### src/rtl/ffs_pkg.sv
package ffs_pkg;
  typedef enum logic [2:0] {S_IDLE, S_PAL, S_WAITF, S_DATA, S_HOLD} ffs_state_e;
  typedef enum logic [1:0] {SRC_PAL, SRC_B0, SRC_B1} ffs_src_e;

  localparam int STAT_W   = 10;
  localparam int BIT_EOF1 = 9;
  localparam int BIT_EOF0 = 8;
  localparam int BIT_PLD  = 6;
  localparam int BIT_UFL  = 5;
  localparam int BIT_SYNC = 2;
  localparam logic [STAT_W-1:0] STAT_MASK = 10'h364;

  localparam logic [1:0] MODE_BOTH = 2'd0;
  localparam logic [1:0] MODE_PAL  = 2'd1;
  localparam logic [1:0] MODE_DATA = 2'd2;
endpackage

### src/rtl/ffs_burst.sv
module ffs_burst #(
  parameter int AW = 16,
  parameter int LOGMAX = 4,
  localparam int LW = LOGMAX + 1
) (
  input  logic          clk,
  input  logic          rst_n,
  input  logic          load,
  input  logic          kill,
  input  logic [AW-1:0] base,
  input  logic [AW-1:0] ceil,
  input  logic [2:0]    code,
  input  logic          gate,
  output logic          req_valid,
  input  logic          req_ready,
  output logic [AW-1:0] req_addr,
  output logic [LW-1:0] req_len,
  output logic          range_done
);
  logic          active;
  logic [AW-1:0] cur;
  logic [AW-1:0] ceil_r;
  logic [LW-1:0] bw;
  logic [AW:0]   remain;
  logic          is_last;
  logic          accept;

  always_comb begin
    if (int'(code) > LOGMAX) bw = LW'(1) << LOGMAX;
    else                     bw = LW'(1) << code;
  end

  assign remain     = {1'b0, ceil_r} - {1'b0, cur} + (AW+1)'(1);
  assign is_last    = remain <= (AW+1)'(bw);
  assign req_len    = is_last ? remain[LW-1:0] : bw;
  assign req_addr   = cur;
  assign req_valid  = active & gate;
  assign accept     = req_valid & req_ready;
  assign range_done = accept & is_last;

  always_ff @(posedge clk or negedge rst_n) begin
    if (!rst_n) begin
      active <= 1'b0;
      cur    <= '0;
      ceil_r <= '0;
    end else if (kill) begin
      active <= 1'b0;
    end else if (load) begin
      active <= 1'b1;
      cur    <= base;
      ceil_r <= ceil;
    end else if (accept) begin
      cur <= cur + AW'(req_len);
      if (is_last) active <= 1'b0;
    end
  end
endmodule

### src/rtl/ffs_ctrl.sv
module ffs_ctrl import ffs_pkg::*; #(
  parameter int AW = 16,
  parameter int PAL_SMALL_W = 8,
  parameter int PAL_LARGE_W = 128
) (
  input  logic          clk,
  input  logic          rst_n,
  input  logic          run,
  input  logic          frame_start,
  input  logic [1:0]    load_mode,
  input  logic          dual_en,
  input  logic          bpp8,
  input  logic [AW-1:0] pal_base,
  input  logic [AW-1:0] buf0_base,
  input  logic [AW-1:0] buf0_ceil,
  input  logic [AW-1:0] buf1_base,
  input  logic [AW-1:0] buf1_ceil,
  input  logic          range_done,
  output logic          ld,
  output logic          kill,
  output logic [AW-1:0] ld_base,
  output logic [AW-1:0] ld_ceil,
  output logic          evt_pld,
  output logic          evt_ufl,
  output logic          evt_eof0,
  output logic          evt_eof1
);
  ffs_state_e state, state_n;
  logic [1:0] mode_r, mode_n;
  logic       sel, sel_n, nxt;
  ffs_src_e   src;
  logic [AW-1:0] pal_ceil;

  assign pal_ceil = pal_base + (bpp8 ? AW'(PAL_LARGE_W - 1) : AW'(PAL_SMALL_W - 1));
  assign nxt      = dual_en ? ~sel : 1'b0;

  always_comb begin
    state_n  = state;
    mode_n   = mode_r;
    sel_n    = sel;
    ld       = 1'b0;
    kill     = 1'b0;
    src      = SRC_PAL;
    evt_pld  = 1'b0;
    evt_ufl  = 1'b0;
    evt_eof0 = 1'b0;
    evt_eof1 = 1'b0;
    if (!run) begin
      state_n = S_IDLE;
      kill    = 1'b1;
      sel_n   = 1'b0;
    end else begin
      unique case (state)
        S_IDLE: begin
          mode_n = load_mode;
          if (load_mode == MODE_BOTH || load_mode == MODE_PAL) begin
            ld      = 1'b1;
            src     = SRC_PAL;
            state_n = S_PAL;
          end else if (load_mode == MODE_DATA) begin
            state_n = S_WAITF;
          end else begin
            state_n = S_HOLD;
          end
        end
        S_PAL: begin
          if (range_done) begin
            evt_pld = 1'b1;
            state_n = (mode_r == MODE_PAL) ? S_HOLD : S_WAITF;
          end
        end
        S_WAITF: begin
          if (frame_start) begin
            ld      = 1'b1;
            sel_n   = dual_en & sel;
            src     = (dual_en & sel) ? SRC_B1 : SRC_B0;
            state_n = S_DATA;
          end
        end
        S_DATA: begin
          if (range_done) begin
            evt_eof0 = ~sel;
            evt_eof1 = sel;
            sel_n    = nxt;
            if (frame_start) begin
              ld  = 1'b1;
              src = nxt ? SRC_B1 : SRC_B0;
            end else begin
              state_n = S_WAITF;
            end
          end else if (frame_start) begin
            evt_ufl = 1'b1;
          end
        end
        S_HOLD: ;
        default: state_n = S_IDLE;
      endcase
    end
  end

  always_comb begin
    unique case (src)
      SRC_B0:  begin ld_base = buf0_base; ld_ceil = buf0_ceil; end
      SRC_B1:  begin ld_base = buf1_base; ld_ceil = buf1_ceil; end
      default: begin ld_base = pal_base;  ld_ceil = pal_ceil;  end
    endcase
  end

  always_ff @(posedge clk or negedge rst_n) begin
    if (!rst_n) begin
      state  <= S_IDLE;
      mode_r <= MODE_BOTH;
      sel    <= 1'b0;
    end else begin
      state  <= state_n;
      mode_r <= mode_n;
      sel    <= sel_n;
    end
  end
endmodule

### src/rtl/ffs_status.sv
module ffs_status import ffs_pkg::*; (
  input  logic              clk,
  input  logic              rst_n,
  input  logic              evt_pld,
  input  logic              evt_ufl,
  input  logic              evt_eof0,
  input  logic              evt_eof1,
  input  logic              evt_sync,
  input  logic              wr_en,
  input  logic [STAT_W-1:0] wr_data,
  input  logic              eof_irq_en,
  input  logic              pld_irq_en,
  input  logic              ufl_irq_en,
  output logic [STAT_W-1:0] stat,
  output logic              irq
);
  logic [STAT_W-1:0] set_v;
  logic [STAT_W-1:0] clr_v;

  always_comb begin
    set_v           = '0;
    set_v[BIT_EOF1] = evt_eof1;
    set_v[BIT_EOF0] = evt_eof0;
    set_v[BIT_PLD]  = evt_pld;
    set_v[BIT_UFL]  = evt_ufl;
    set_v[BIT_SYNC] = evt_sync;
  end

  assign clr_v = wr_en ? wr_data : '0;

  for (genvar i = 0; i < STAT_W; i++) begin : g_bit
    if (STAT_MASK[i]) begin : g_impl
      logic q;
      always_ff @(posedge clk or negedge rst_n) begin
        if (!rst_n) q <= 1'b0;
        else        q <= set_v[i] | (q & ~clr_v[i]);
      end
      assign stat[i] = q;
    end else begin : g_none
      assign stat[i] = 1'b0;
    end
  end

  assign irq = (eof_irq_en & (stat[BIT_EOF1] | stat[BIT_EOF0]))
             | (pld_irq_en & stat[BIT_PLD])
             | (ufl_irq_en & (stat[BIT_UFL] | stat[BIT_SYNC]));
endmodule

### src/rtl/frame_fetch_seq.sv
module frame_fetch_seq import ffs_pkg::*; #(
  parameter int AW = 16,
  parameter int LOGMAX = 4,
  parameter int WORD_BYTES = 4,
  parameter int PAL_SMALL_BYTES = 32,
  parameter int PAL_LARGE_BYTES = 512,
  localparam int LW = LOGMAX + 1
) (
  input  logic              clk,
  input  logic              rst_n,
  input  logic              run,
  input  logic [1:0]        load_mode,
  input  logic              dual_en,
  input  logic              bpp8,
  input  logic [2:0]        burst_code,
  input  logic [AW-1:0]     pal_base,
  input  logic [AW-1:0]     buf0_base,
  input  logic [AW-1:0]     buf0_ceil,
  input  logic [AW-1:0]     buf1_base,
  input  logic [AW-1:0]     buf1_ceil,
  input  logic              frame_start,
  input  logic              sync_lost,
  input  logic              eof_irq_en,
  input  logic              pld_irq_en,
  input  logic              ufl_irq_en,
  output logic              req_valid,
  input  logic              req_ready,
  output logic [AW-1:0]     req_addr,
  output logic [LW-1:0]     req_len,
  input  logic              stat_wr_en,
  input  logic [STAT_W-1:0] stat_wr_data,
  output logic [STAT_W-1:0] stat_out,
  output logic              irq
);
  localparam int PAL_SMALL_W = PAL_SMALL_BYTES / WORD_BYTES;
  localparam int PAL_LARGE_W = PAL_LARGE_BYTES / WORD_BYTES;

  logic          ld, kill, range_done;
  logic [AW-1:0] ld_base, ld_ceil;
  logic          evt_pld, evt_ufl, evt_eof0, evt_eof1;

  ffs_ctrl #(.AW(AW), .PAL_SMALL_W(PAL_SMALL_W), .PAL_LARGE_W(PAL_LARGE_W)) u_ctrl (
    .clk(clk), .rst_n(rst_n), .run(run), .frame_start(frame_start),
    .load_mode(load_mode), .dual_en(dual_en), .bpp8(bpp8),
    .pal_base(pal_base), .buf0_base(buf0_base), .buf0_ceil(buf0_ceil),
    .buf1_base(buf1_base), .buf1_ceil(buf1_ceil), .range_done(range_done),
    .ld(ld), .kill(kill), .ld_base(ld_base), .ld_ceil(ld_ceil),
    .evt_pld(evt_pld), .evt_ufl(evt_ufl), .evt_eof0(evt_eof0), .evt_eof1(evt_eof1)
  );

  ffs_burst #(.AW(AW), .LOGMAX(LOGMAX)) u_burst (
    .clk(clk), .rst_n(rst_n), .load(ld), .kill(kill),
    .base(ld_base), .ceil(ld_ceil), .code(burst_code), .gate(run),
    .req_valid(req_valid), .req_ready(req_ready), .req_addr(req_addr),
    .req_len(req_len), .range_done(range_done)
  );

  ffs_status u_stat (
    .clk(clk), .rst_n(rst_n), .evt_pld(evt_pld), .evt_ufl(evt_ufl),
    .evt_eof0(evt_eof0), .evt_eof1(evt_eof1), .evt_sync(sync_lost),
    .wr_en(stat_wr_en), .wr_data(stat_wr_data),
    .eof_irq_en(eof_irq_en), .pld_irq_en(pld_irq_en), .ufl_irq_en(ufl_irq_en),
    .stat(stat_out), .irq(irq)
  );
endmodule

### config.mk
export PLATFORM = sky130hd
export DESIGN_NAME = frame_fetch_seq
export DESIGN_NICKNAME = d
export VERILOG_FILES = /design/src/rtl/ffs_pkg.sv /design/src/rtl/ffs_burst.sv /design/src/rtl/ffs_ctrl.sv /design/src/rtl/ffs_status.sv /design/src/rtl/frame_fetch_seq.sv
export SDC_FILE = /design/constraint.sdc
export NUM_CORES = 1
export LEC_CHECK = 0
export BUFFER_PORTS_ARGS = -buffer_cell sky130_fd_sc_hd__buf_2
export CAP_MARGIN = 20
export CORE_ASPECT_RATIO = 2
export CORE_MARGIN = 10
export CORE_UTILIZATION = 50
export DETAILED_ROUTE_END_ITERATION = 8
export GPL_TIMING_DRIVEN = 0
export PLACE_DENSITY = 0.77
export SYNTH_ARGS = -nofsm -noshare
export SYNTH_HDL_FRONTEND = slang
export SYNTH_SLANG_ARGS = --single-unit
### constraint.sdc
create_clock -name clk -period 7.4 [get_ports clk]
set_clock_uncertainty 0.05 [all_clocks]
set_input_delay 0.74 -clock clk [delete_from_list [all_inputs] [get_ports clk]]
set_output_delay 0.74 -clock clk [all_outputs]
set_load 0.01 [all_outputs]
==> metrics.yaml, run 1 <==
tns_ps: 0
synth.distinct_cells: 70
cts_root_buf: "clkbuf_16"
dieArea_um2: 14000
powerDensity_nw_per_um2: 407
timing.rr.end: "u_burst.req_addr[12]"
cp-start-kind: "register"
io_buffers: 129
worstPathArrival_ps: 6710
ioPinCount: 140
layout_setup_ws_ps: 826
busiest_layer: "met2"
ctsHoldBuffers: 0
antenna_left: 0
drc: 0
crit_required_ps: 7530
clock_sinks: 44
postCtsSetupBuffers: 0
synth_area_per_cell_um2: 8.75
start_util_pct: 50.6
antenna_found_initial: 0
core_um2: 9320
ff2ff_path_depth: 25
tightest_slew_ps: 970
finalCriticalPeriod_ps: 6570
avgViaCountPerCell: 5.96
grt_pass1_vias: 5068
fp.dieH_um: 157
syn-cell-area_um2: 4720
fmax_ghz: 0.152
dpl.cell_count: 776
post-route-util_pct: 61.0
min_path_type: "register to register"
first_pass_iters: 5
place.gp.congestion: 0.879
syn2layout_area_growth_pct: 20.5
drtIter0Drc: 193
cts_tree: "yes"
yosysWarnings: 0
clk_path_buf_depth: 2
wirelength_um: 14700
path_clk_slew_ps: 70
grtUsageMet1_pct: 19.6
grt_pass1_wl_um: 23600
finalPower_w: 0.00231
maxCapViolCount: 0
ctsResizeCount: 0
finalCritPeriodShare_pct: 88.8
synth_edf_count: 0
h-tree-depth: 2
cp-endpoint: "u_burst.req_addr[12]"
place_ws_ps: 800
clock_latency_ps: 300
grtUsageMet2_pct: 41.9
stdcell_count: 784
drive_gt1_share_pct: 26.5
dp_hpwl_um: 12500
timing.rr.start: "u_burst.req_addr[1]"
criticalPathCategory: "register to register"
ys_seq_elements: 44
fin_nets: 836
critPathLaunch: "u_burst.req_addr[1]"
grt_usage_pct: 21.3
num_rows: 50
die-width_um: 88.7
synth_cells: 539
grt_overflow: 0
num_antenna_cells: 0
async_flop_share_pct: 100
dominantRegCellSynth: "dfrtp_1"
worstSetupEndpointType: "register"
numCtsBuffers: 5
finalHoldViolations: 0
grt_max_degree: 45
outcome: "finished, final reports clean"
path_max_fanout: 5
slew_viol_final: 0
peakVddDrop_mv: 0.181
wl_per_cell_um: 18.7
grt_util_met3_pct: 3.26
vias: 4671
rsz0062_at_grt: "no"
ff2ff_setup_slack_ps: 830
leakage_nw: 2.88
slew_headroom_pct: 34.7
ys_seq_area_share_pct: 23.3
setup_viol: 0
==> sequential cells by signal, summed over array words and instances, names as in the netlist <==
signal and flops:
u_ctrl.sel 1, u_burst.ceil_r 16, u_ctrl.state 3, u_burst.req_addr 16, u_burst.active 1, u_ctrl.mode_r 2
u_stat.g_bit.g_impl.q 5
==> layout by cell type (no fill, tap or decap), types with 9 or more instances in the layout <==
cell and count:
a21oi_1 42, buf_4 11, mux2_4 14, a221oi_1 17, xnor2_1 22, mux2i_1 19, nand2_1 34, nor2_1 21
nand3_1 19, buf_2 129, and3_1 9, inv_1 39, ha_1 48, clkbuf_1 17, nor3_1 13, a221o_1 16
o21ai_0 35, dfrtp_1 44
==> cells by family after synthesis <==
group	share of synthesized area, %
AOI/OAI and AO/OA	23.7
and+or+nand+nor	16.9
buffers and inverters	6.77
adders and majority gates	13.6
DFF	23.3
muxes	10.4
xor gates and xnor gates	5.20
other	0.0795
==> layer usage <==
metal	routed length [um]	part of all wire [%]	up-vias
met5	0	0	-
met4	588	4.0	0
met1	5120	35	2177
li1	-	-	2299
met2	8310	57	157
met3	678	4.6	38
==> cells in the mapped netlist (4+ instances only) <==
cell | instances | share of area [%]
xnor2_1 | 22 | 4.1
inv_1 | 39 | 3.1
nand4_1 | 5 | 0.66
mux2_4 | 14 | 4.5
nand2_1 | 34 | 2.7
and4_1 | 5 | 0.93
and3_1 | 9 | 1.2
a221oi_1 | 17 | 3.2
o21ai_0 | 35 | 3.7
a21oi_1 | 42 | 4.5
buf_4 | 11 | 1.8
mux2_2 | 6 | 1.4
a221o_1 | 16 | 3.4
o31ai_1 | 4 | 0.64
dfrtp_1 | 44 | 23
or3_1 | 5 | 0.66
nor3_1 | 13 | 1.4
nor2_1 | 21 | 1.7
xor2_1 | 6 | 1.1
a21o_1 | 7 | 1.1
o21bai_1 | 4 | 0.64
mux2i_1 | 19 | 4.0
nand3_1 | 19 | 2.0
clkbuf_1 | 17 | 1.4
ha_1 | 48 | 13
nand2b_1 | 8 | 1.1
nor2b_1 | 4 | 0.53
o211ai_1 | 4 | 0.64
==> power breakdown <==
part | leakage (nW) | internal (W) | total [W] | switching (W)
clock | 0.0863 | 0.000163 | 0.000268 | 0.000105
combinational | 2.26 | 0.000705 | 0.00164 | 0.000937
sequential | 0.531 | 0.000323 | 0.000400 | 0.0000770
==> worst max-delay path, stage by stage (launching register included) <==
cell	delay (ps)
dfrtp_1	450
ha_1	310
inv_1	60
ha_1	200
inv_1	70
fa_1	400
xnor2_1	220
ha_1	300
a21oi_1	150
a21boi_0	100
o32ai_1	540
o2111ai_1	200
a2111oi_0	390
and4_1	360
nand2_1	190
mux2_1	400
ha_1	220
fa_1	410
a21o_1	180
a21oi_1	220
nor2b_1	100
o211a_1	250
and3_1	240
nand3_1	120
xnor2_1	70
mux2_4	250
==> through the flow <==
step | cell area, um2 | hold WS (ps)
4_1_cts | 5680 | 455
5_1_grt | 5680 | 475
2_1_floorplan | 4730 | 394
6_report | 5680 | 447
3_3_place_gp | 5510 | 434
3_5_place_dp | 5510 | 440
==> worst min path at each step <==
| stage | endpoint | cells after the start | start |
|---|---|---|---|
| finish | u_ctrl.mode_r[1] | 1 | u_ctrl.mode_r[1] |
| global route | u_ctrl.mode_r[1] | 1 | u_ctrl.mode_r[1] |
| global placement | u_ctrl.mode_r[1] | 1 | u_ctrl.mode_r[1] |
| detailed placement | u_ctrl.mode_r[1] | 1 | u_ctrl.mode_r[1] |
| CTS | u_ctrl.mode_r[1] | 1 | u_ctrl.mode_r[1] |
| floorplan | u_burst.active | 0 | rst_n |
==> final cells by class <==
class / count / area [um2]
clock inverter: 3 / 50.0
inverter: 39 / 146
multi-input combinational: 429 / 3310
sequential: 44 / 1100
timing repair buffer: 129 / 646
tap: 104 / 130
fill: 827 / 3640
clock buffer: 5 / 125
buffer: 31 / 173
(Power assumes the default switching activity.)
==> inputs of run 2 (changes only) <==
Settings changed: CORE_UTILIZATION 50 to 35, PLACE_DENSITY 0.77 to 0.57.
==> run 2 against run 1 <==
Compared with the run above: maximum frequency about the same; count of clock-buffer cells in the layout did not move; design area grew 1.7%; via count decreased by 0.77%.
==> metrics.yaml, run 2 (same netlist as run 1, synthesis figures left out) <==
num_rows: 60  # was 50
path_max_fanout: 5  # unchanged
first_pass_iters: 4  # was 5
antenna_left: 0  # unchanged
h-tree-depth: 2  # unchanged
cts_root_buf: "clkbuf_16"  # unchanged
critical-path-slowest-cell: "o32ai_1"  # unchanged
numCtsBuffers: 5  # unchanged
grt_usage_pct: 16.1  # was 21.3%
fmax_ghz: 0.152  # about the same
slew_headroom_pct: 36.2  # was 34.7%
tns_ps: 0  # unchanged
worstSetupEndpointType: "register"  # unchanged
clock_latency_ps: 300  # about the same
wirelength_um: 15200  # was 14700 um
final_common_cell: "buf_2"  # unchanged
final_cell_mix: "129 x buf_2, 48 x ha_1, 44 x dfrtp_1"  # unchanged
vias: 4635  # was 4671
outcome: "finished, final reports clean"  # unchanged
fin_nets: 837  # was 836
dpl-instance-area_um2: 5570  # was 5510 um2
drc: 0  # unchanged
leakage_nw: 2.89  # was 2.88 nW
grt_pass1_vias: 5082  # was 5068
slew_viol_final: 0  # unchanged
clock_sinks: 44  # unchanged
drtIter0Drc: 139  # was 193
grt_pass1_wl_um: 24100  # was 23600 um
powerDensity_nw_per_um2: 398  # was 407 nW/um2
core_um2: 13400  # was 9320 um2
final_design_area_no_fill_um2: 5780  # was 5680 um2
tightest_slew_ps: 949  # was 970 ps
peakVddDrop_mv: 0.134  # was 0.181 mV
syn2layout_area_growth_pct: 22.5  # was 20.5%
start_util_pct: 35.3  # was 50.6%
rsz0062_at_grt: "no"  # unchanged
crit_required_ps: 7530  # about the same
setup_viol: 0  # unchanged
finalCriticalPeriod_ps: 6570  # about the same
drive_gt1_share_pct: 26.5  # unchanged
cts_tree: "yes"  # unchanged
finalHoldViolations: 0  # unchanged
finalCritPeriodShare_pct: 88.8  # about the same
timing.rr.start: "u_burst.req_addr[1]"  # unchanged
place.gp.congestion: 0.877  # was 0.879
wl_per_cell_um: 18.2  # was 18.7 um
ctsHoldBuffers: 0  # unchanged
antenna_found_initial: 0  # unchanged
worstPathArrival_ps: 6700  # was 6710 ps
critical-path-max-stage-delay_ps: 520  # was 540 ps
min_path_type: "input port to async pin"  # was register to register
path_clk_slew_ps: 60  # was 70 ps
dieArea_um2: 18800  # was 14000 um2
die-width_um: 102  # was 88.7 um
grt_overflow: 0  # unchanged
fp.dieH_um: 184  # was 157 um
crit_top_cell: "ha_1"  # unchanged
cp-start-kind: "register"  # unchanged
criticalPathCategory: "register to register"  # unchanged
avgViaCountPerCell: 5.55  # was 5.96
dpl.cell_count: 827  # was 776
io_buffers: 129  # unchanged
dp_hpwl_um: 13000  # was 12500 um
clk_path_buf_depth: 2  # unchanged
num_antenna_cells: 0  # unchanged
maxCapViolCount: 0  # unchanged
ioPinCount: 140  # unchanged
ctsResizeCount: 0  # unchanged
stdcell_count: 835  # was 784
critPathLaunch: "u_burst.req_addr[1]"  # unchanged
postCtsSetupBuffers: 0  # unchanged
grt_max_degree: 45  # unchanged
run 2: cell types whose count changed in the layout (fill, tap and decap cells not counted), sizes merged:
cell	before	now
buf	143	144
bufinv	1	2
inv	41	39
run 2: per-layer routing:
metal	GRT usage (%)	vias up	wire length, um	part of all wire, %
li1	-	2296	-	-
met2	32.1	129	8620	57
met4	7.21	0	444	2.9
met1	14.8	2182	5470	36
met3	2.78	28	679	4.5
met5	0	-	0	0
run 2: layout make-up:
type / count / area (um2)
Clock buffer: 5 / 125
Sequential cell: 44 / 1100
Timing Repair Buffer: 130 / 666
Multi-Input combinational cell: 429 / 3310
Tap cell: 155 / 194
Inverter: 39 / 146
Fill cell: 1374 / 7590
Buffer: 31 / 173
Clock inverter: 2 / 60.1
run 2: per-stage QoR:
stage	util, %	setup WS, ps	hold slack, ps	total power [W]
3_5_place_dp	41.7	816	437	0.00201
6_report	43.2	830	295	0.00230
2_1_floorplan	-	1700	394	0.00159
4_1_cts	43.1	792	452	0.00232
5_1_grt	43.2	457	326	0.00252
3_3_place_gp	41.7	833	432	0.00198
run 2: power breakdown:
group          leakage, nW  switching, W  total (W)  internal, W
Sequential           0.531     0.0000719   0.000395     0.000323
Combinational         2.27      0.000911    0.00161     0.000702
Clock               0.0899     0.0000984   0.000290     0.000192
run 2: path summary, 6_finish.rpt:
| check | end | slack, ps | cells past startpoint |
|---|---|---|---|
| max in group asynchronous | u_burst.req_addr[12] | 6520 | 2 |
| min | u_ctrl.state[2] | 290 | 1 |
| min reg2reg | u_ctrl.mode_r[1] | 450 | 1 |
| max | u_burst.req_addr[12] | 830 | 25 |
| min in group clk | u_ctrl.mode_r[1] | 450 | 1 |
| max reg2reg | u_burst.req_addr[12] | 830 | 25 |
run 2: worst max-delay path: cells and delay by family, from the launching register on:
family	cells	cell delay [ps]
AOI/OAI and AO/OA	8	2050
adders and majority gates	6	1810
and+or+nand+nor	5	1010
muxes	2	660
DFF	1	450
xor gates and xnor gates	2	290
buffers and inverters	2	120
